<file path="src/rtl/rmw_lock_pkg.sv">
package rmw_lock_pkg;

  localparam int OPC_W       = 3;
  localparam int NUM_CLASSES = 1 << OPC_W;

  typedef enum logic [OPC_W-1:0] {
    OPC_OTHER       = 3'd0,
    OPC_ACC_RMW     = 3'd1,
    OPC_MEM_SHIFT   = 3'd2,
    OPC_MEM_INCDEC  = 3'd3,
    OPC_MEM_TESTBIT = 3'd4,
    OPC_MEM_BITOP   = 3'd5,
    OPC_RSVD6       = 3'd6,
    OPC_RSVD7       = 3'd7
  } opc_class_e;

  // Classes that perform a memory read-modify-write
  localparam logic [NUM_CLASSES-1:0] DEFAULT_LOCK_MASK =
    (NUM_CLASSES'(1) << OPC_MEM_SHIFT)   |
    (NUM_CLASSES'(1) << OPC_MEM_INCDEC)  |
    (NUM_CLASSES'(1) << OPC_MEM_TESTBIT) |
    (NUM_CLASSES'(1) << OPC_MEM_BITOP);

  typedef struct packed {
    logic in_win;
    logic first;
  } win_info_t;

endpackage

</file>
<file path="src/rtl/rmw_rst_sync.sv">
module rmw_rst_sync #(
  parameter int STAGES = 2
) (
  input  logic clk,
  input  logic rst_n,
  output logic rst_sync_n
);

  logic [STAGES-1:0] sync_q;
  logic [STAGES-1:0] sync_d;

  always_comb begin
    sync_d = {sync_q[STAGES-2:0], 1'b1};
  end

  always_ff @(posedge clk or negedge rst_n) begin
    if (!rst_n) begin
      sync_q <= '0;
    end else begin
      sync_q <= sync_d;
    end
  end

  assign rst_sync_n = sync_q[STAGES-1];

endmodule

</file>
<file path="src/rtl/rmw_class_decode.sv">
module rmw_class_decode
  import rmw_lock_pkg::*;
#(
  parameter logic [NUM_CLASSES-1:0] MASK = DEFAULT_LOCK_MASK
) (
  input  logic [OPC_W-1:0] op_class,
  output logic             locks
);

  logic [NUM_CLASSES-1:0] hit;

  for (genvar i = 0; i < NUM_CLASSES; i++) begin : g_cls
    if (MASK[i]) begin : g_on
      assign hit[i] = (op_class == OPC_W'(i));
    end else begin : g_off
      assign hit[i] = 1'b0;
    end
  end

  assign locks = |hit;

endmodule

</file>
<file path="src/rtl/rmw_tail_window.sv">
module rmw_tail_window
  import rmw_lock_pkg::*;
#(
  parameter int CYC_W = 4,
  parameter int SPAN  = 3
) (
  input  logic [CYC_W-1:0] cyc_idx,
  input  logic [CYC_W-1:0] cyc_total,
  output win_info_t        win
);

  localparam logic [CYC_W-1:0] SPAN_V = CYC_W'(SPAN);

  logic             eligible;
  logic [CYC_W-1:0] start_idx;

  always_comb begin
    eligible   = (cyc_total > SPAN_V);
    start_idx  = cyc_total - SPAN_V;
    win.in_win = eligible && (cyc_idx >= start_idx) && (cyc_idx < cyc_total);
    win.first  = win.in_win && (cyc_idx == start_idx);
  end

endmodule

</file>
<file path="src/rtl/rmw_lock_reg.sv">
module rmw_lock_reg (
  input  logic clk,
  input  logic rst_n,
  input  logic open_req,
  input  logic hold_req,
  input  logic abort,
  output logic lock_n
);

  logic lock_q;
  logic lock_d;
  logic lock_en;

  always_comb begin
    lock_d  = ~abort & (open_req | (hold_req & lock_q));
    lock_en = lock_d ^ lock_q;
  end

  always_ff @(posedge clk or negedge rst_n) begin
    if (!rst_n) begin
      lock_q <= 1'b0;
    end else if (lock_en) begin
      lock_q <= lock_d;
    end
  end

  assign lock_n = ~lock_q;

endmodule

</file>
<file path="src/rtl/rmw_bus_lock.sv">
module rmw_bus_lock
  import rmw_lock_pkg::*;
#(
  parameter int                     CYC_W       = 4,
  parameter int                     LOCK_SPAN   = 3,
  parameter logic [NUM_CLASSES-1:0] LOCK_MASK   = DEFAULT_LOCK_MASK,
  parameter int                     SYNC_STAGES = 2
) (
  input  logic             clk,
  input  logic             rst_n,
  input  logic [OPC_W-1:0] op_class,
  input  logic [CYC_W-1:0] cyc_idx,
  input  logic [CYC_W-1:0] cyc_total,
  input  logic             bus_rd,
  input  logic             irq_entry,
  output logic             mem_lock_n
);

  logic      rst_sync_n;
  logic      cls_locks;
  win_info_t win;
  logic      open_req;
  logic      hold_req;

  rmw_rst_sync #(.STAGES(SYNC_STAGES)) u_rst (
    .clk        (clk),
    .rst_n      (rst_n),
    .rst_sync_n (rst_sync_n)
  );

  rmw_class_decode #(.MASK(LOCK_MASK)) u_dec (
    .op_class (op_class),
    .locks    (cls_locks)
  );

  rmw_tail_window #(.CYC_W(CYC_W), .SPAN(LOCK_SPAN)) u_win (
    .cyc_idx   (cyc_idx),
    .cyc_total (cyc_total),
    .win       (win)
  );

  always_comb begin
    open_req = cls_locks & win.first & bus_rd;
    hold_req = cls_locks & win.in_win & ~win.first;
  end

  rmw_lock_reg u_reg (
    .clk      (clk),
    .rst_n    (rst_sync_n),
    .open_req (open_req),
    .hold_req (hold_req),
    .abort    (irq_entry),
    .lock_n   (mem_lock_n)
  );

endmodule

</file>
<file path="config.mk">
export PLATFORM = sky130hd
export DESIGN_NAME = rmw_bus_lock
export DESIGN_NICKNAME = d
export VERILOG_FILES = /design/src/rtl/rmw_lock_pkg.sv /design/src/rtl/rmw_rst_sync.sv /design/src/rtl/rmw_class_decode.sv /design/src/rtl/rmw_tail_window.sv /design/src/rtl/rmw_lock_reg.sv /design/src/rtl/rmw_bus_lock.sv
export SDC_FILE = /design/constraint.sdc
export NUM_CORES = 1
export LEC_CHECK = 0
export BUFFER_PORTS_ARGS = -buffer_cell sky130_fd_sc_hd__buf_2
export CORE_AREA = 2 2 39 41
export DETAILED_ROUTE_END_ITERATION = 7
export DIE_AREA = 0 0 41 43
export PLACE_DENSITY = 0.54
export RECOVER_POWER = 50
export SETUP_SLACK_MARGIN = 0.05
export SLEW_MARGIN = 30
export SYNTH_ARGS = -nofsm -noshare
export SYNTH_HDL_FRONTEND = slang
export SYNTH_SLANG_ARGS = --single-unit
</file>
<file path="constraint.sdc">
create_clock -name clk -period 0.8 [get_ports clk]
set_input_delay 0.08 -clock clk [delete_from_list [all_inputs] [get_ports clk]]
set_output_delay 0.08 -clock clk [all_outputs]
set_load 0.005 [all_outputs]
</file>
==> results.md <==
- Post-Synthesis Cells: 38
- Sw Pwr: 0.1736 mW
- Remaining DRCs: 0
- Syn nets: 62
- Share of the clock period used by the worst path: 140.6%
- Proportion of synthesized chip area in sequential cells: 22.30%
- Leakage: 0.2886 nW
- Minimum clock period: 1125 ps
- Antenna diodes: 0
- Largest buffer count on any clock path: 2
- Total grt overflow: 0
- Number of synthesized flops with an enable pin: 0
- Fraction of layout instances using a drive strength above 1: 42.19%
- Combinational share of power: 34.9%
- Most common cell in the synthesized netlist: ha_1
- Fraction of power spent switching nets: 26.88%
- TritonCTS buffer count: 3
- Most used DFF post-synth: dfrtp_1
- Capturing element type of the critical path: flop
- FFs w/ async S/R, synth: 100.0%
- Required time at the worst-slack endpoint: 930 ps
- Area overhead of the layout relative to synthesis: 63.94%
- IR Drop Worst-Case VDD: 0.8658 mV
- Main area contributors after synthesis: ha_1, dfrtp_1, inv_1
- Setup-failing EPs final: 2
- Pin count of the biggest net entering global routing: 4
- CP Launch Type: input pin
- Worst setup slack after layout: -324.8 ps
- Count of TritonRoute iterations in the first routing pass: 2
- Port Buffers: 14
- GRT met1 Usage: 9.325%
- Starting DRC count in detailed routing: 8
- Worst Skew: 1.484 ps
- Yosys warnings: 0
- DP Wirelength: 582.1 um
- Reg power frac: 24.6%
- Commonest cells in the netlist: ha_1, inv_1, dfrtp_1
- Top cell type's share of synthesized area: 33.46%
- Clock latency on the worst-skew pair: 230 ps
- CTS sink cnt: 3
- Total I/O pin count: 16
- Mean number of vias per cell: 4.138
- Overall track demand over capacity in global routing: 8.635%
- Pins Over Slew Limit: 0
- Total Power: 0.6458 mW
- Total number of vias: 331
- Grt met2 use: 14.06%
- Initial core utilization: 24.32%
- Number of global-route vias before repair: 304
- Cell area power density: 1170 mW/mm^2
- Clock transition at the register clock pins on the worst setup and hold paths after CTS: 40 ps
- Syn_area_per_cell: 8.857 um^2
- Clock power frac: 40.5%
- Most used routing layer in global routing: met2
- Leading area contributor after synthesis: ha_1
- Max FO, Critical Path: 3
- H-tree depth: 1
- Unrepaired setup endpoints after global routing: true
- Die X-Extent: 41 um
- Final-stage net count: 89
- Final core utilization: 39.87%
- Mapped Area: 336.6 um^2
- Cell-internal power: 0.4722 mW
- Routed WL: 673 um
- Fmax: 889.1 MHz
- Library cells used by synthesis: 18
- Core Rows: 14
- GR Layer Usage met3: 4.712%
- Final hold violation count: 0
- First-pass GRT wire length: 1055 um
- Average wire per cell in the routed design: 8.413 um
- Kind of path behind the tightest hold check: in2reg
- Die Footprint: 0.001763 mm^2
- RePlAce Congestion: 0.5878
- Critical Setup Path Class: in2reg
- Post-route antenna net violation count: 0
- Die span in y: 43 um
- FF+latch count, synth: 3
- Endpoint arrival time on the critical path: 1250 ps
- CTS tree: built
- Maximum Capacitance Violations: 0
- Core Area: 0.001384 mm^2
- Fillers: 149
- Run status: finished with violations
- Initial antenna violation count: 0
- Violated checks: negative setup slack
- Clock root cell: clkbuf_4
[power groups by stage]
stage | clock network [mW] | logic [mW] | registers (mW)
after global placement | 0 | 0.196 | 0.161
after floorplan | 0 | 0.105 | 0.161
after CTS | 0.276 | 0.226 | 0.160
after detailed placement | 0 | 0.199 | 0.162
after global routing | 0.290 | 0.258 | 0.159
final | 0.261 | 0.226 | 0.159
[cell usage in the layout, fill, tap and decap left out]
master,instances
buf_2,11
o2111ai_1,1
buf_6,1
buf_8,1
xor2_1,1
dlygate4sd3_1,2
a211oi_2,1
nor4_1,1
nor2_1,2
inv_1,6
nor3_1,1
mux2i_1,1
dfrtp_1,3
a21oi_1,2
buf_4,6
clkbuf_4,3
ha_1,8
nand2b_1,1
conb_1,1
inv_2,2
clkbuf_1,2
a2111oi_2,1
nand2_1,2
ha_4,1
xnor2_1,2
nand4_1,1
[kinds of logic after synthesis]
| group | Yosys count | share of synthesized area [%] |
|---|---|---|
| adder cells (fa/ha/maj) | 9 | 33.46 |
| AND/OR/NAND/NOR | 8 | 11.53 |
| buffers and inverters | 8 | 8.922 |
| AO/OA/AOI/OAI | 5 | 11.90 |
| XOR/XNOR | 3 | 7.808 |
| flip-flops | 3 | 22.30 |
| other | 1 | 1.114 |
| multiplexers | 1 | 2.974 |
[layout make-up]
cell class / count / area, um^2 / area share, %
Clock buffer: 4 / 26.28 / 4.762
Tap cell: 16 / 20.02 / 3.628
Sequential cell: 3 / 75.07 / 13.61
Inverter: 8 / 30.03 / 5.442
Multi-Input combinational cell: 27 / 250.2 / 45.35
Timing Repair Buffer: 22 / 150.1 / 27.21
[critical path, cell delays in order]
cell and delay, ps:
buf_8 100, ha_4 140, xor2_1 160, ha_1 290, nand4_1 100, mux2i_1 130
nor4_1 250
[metrics by stage]
step                      setup TNS, ps  instance area (um^2)  cells  setup slack (ps)  hold slack (ps)
after floorplan                  -412.6                 349.1     38            -412.6           -215.6
after global placement           -652.2                 484.2     74            -652.2           -134.2
after detailed placement         -679.8                 484.2     74            -679.8           -132.3
after CTS                        -388.3                 543.0     79            -352.4            1.367
after global routing             -527.8                 551.8     80            -452.0            143.1
final                            -345.8                 551.8     80            -324.8            136.6
[per-layer routing]
layer | part of all wire, % | routed length [um]
met1 | 44 | 299
met2 | 49 | 330
met3 | 6.4 | 43
met4 | 0 | 0
met5 | 0 | 0
[sequential cells by signal, summed over array words and instances, names as in the netlist]
register      cells
u_rst.sync_q      2
u_reg.lock_q      1
[final timing paths]
kind                                           startpoint                         to  slack (ps)  cells past startpoint
worst max-delay path                         cyc_total[1]   u_reg.lock_q$_DFFE_PN0P_        -320                      7
worst min-delay path                            irq_entry   u_reg.lock_q$_DFFE_PN0P_         140                      4
worst max register to register   u_reg.lock_q$_DFFE_PN0P_   u_reg.lock_q$_DFFE_PN0P_          50                      2
worst min register to register  u_rst.sync_q[0]$_DFF_PN0_  u_rst.sync_q[1]$_DFF_PN0_         340                      0
max in group asynchronous       u_rst.sync_q[1]$_DFF_PN0_   u_reg.lock_q$_DFFE_PN0P_         170                      1
min in group asynchronous                           rst_n  u_rst.sync_q[1]$_DFF_PN0_         170                      2
[repair_timing]
action | CTS | global route
endpoints found under the hold margin | 2 | 1
setup buffers | 0 | 0
resized for setup | 7 | 0
setup endpoints to repair | 2 | 2
hold buffers | 1 | 1
pin swaps | 5 | 0
Power figures use the tool's default switching activity.
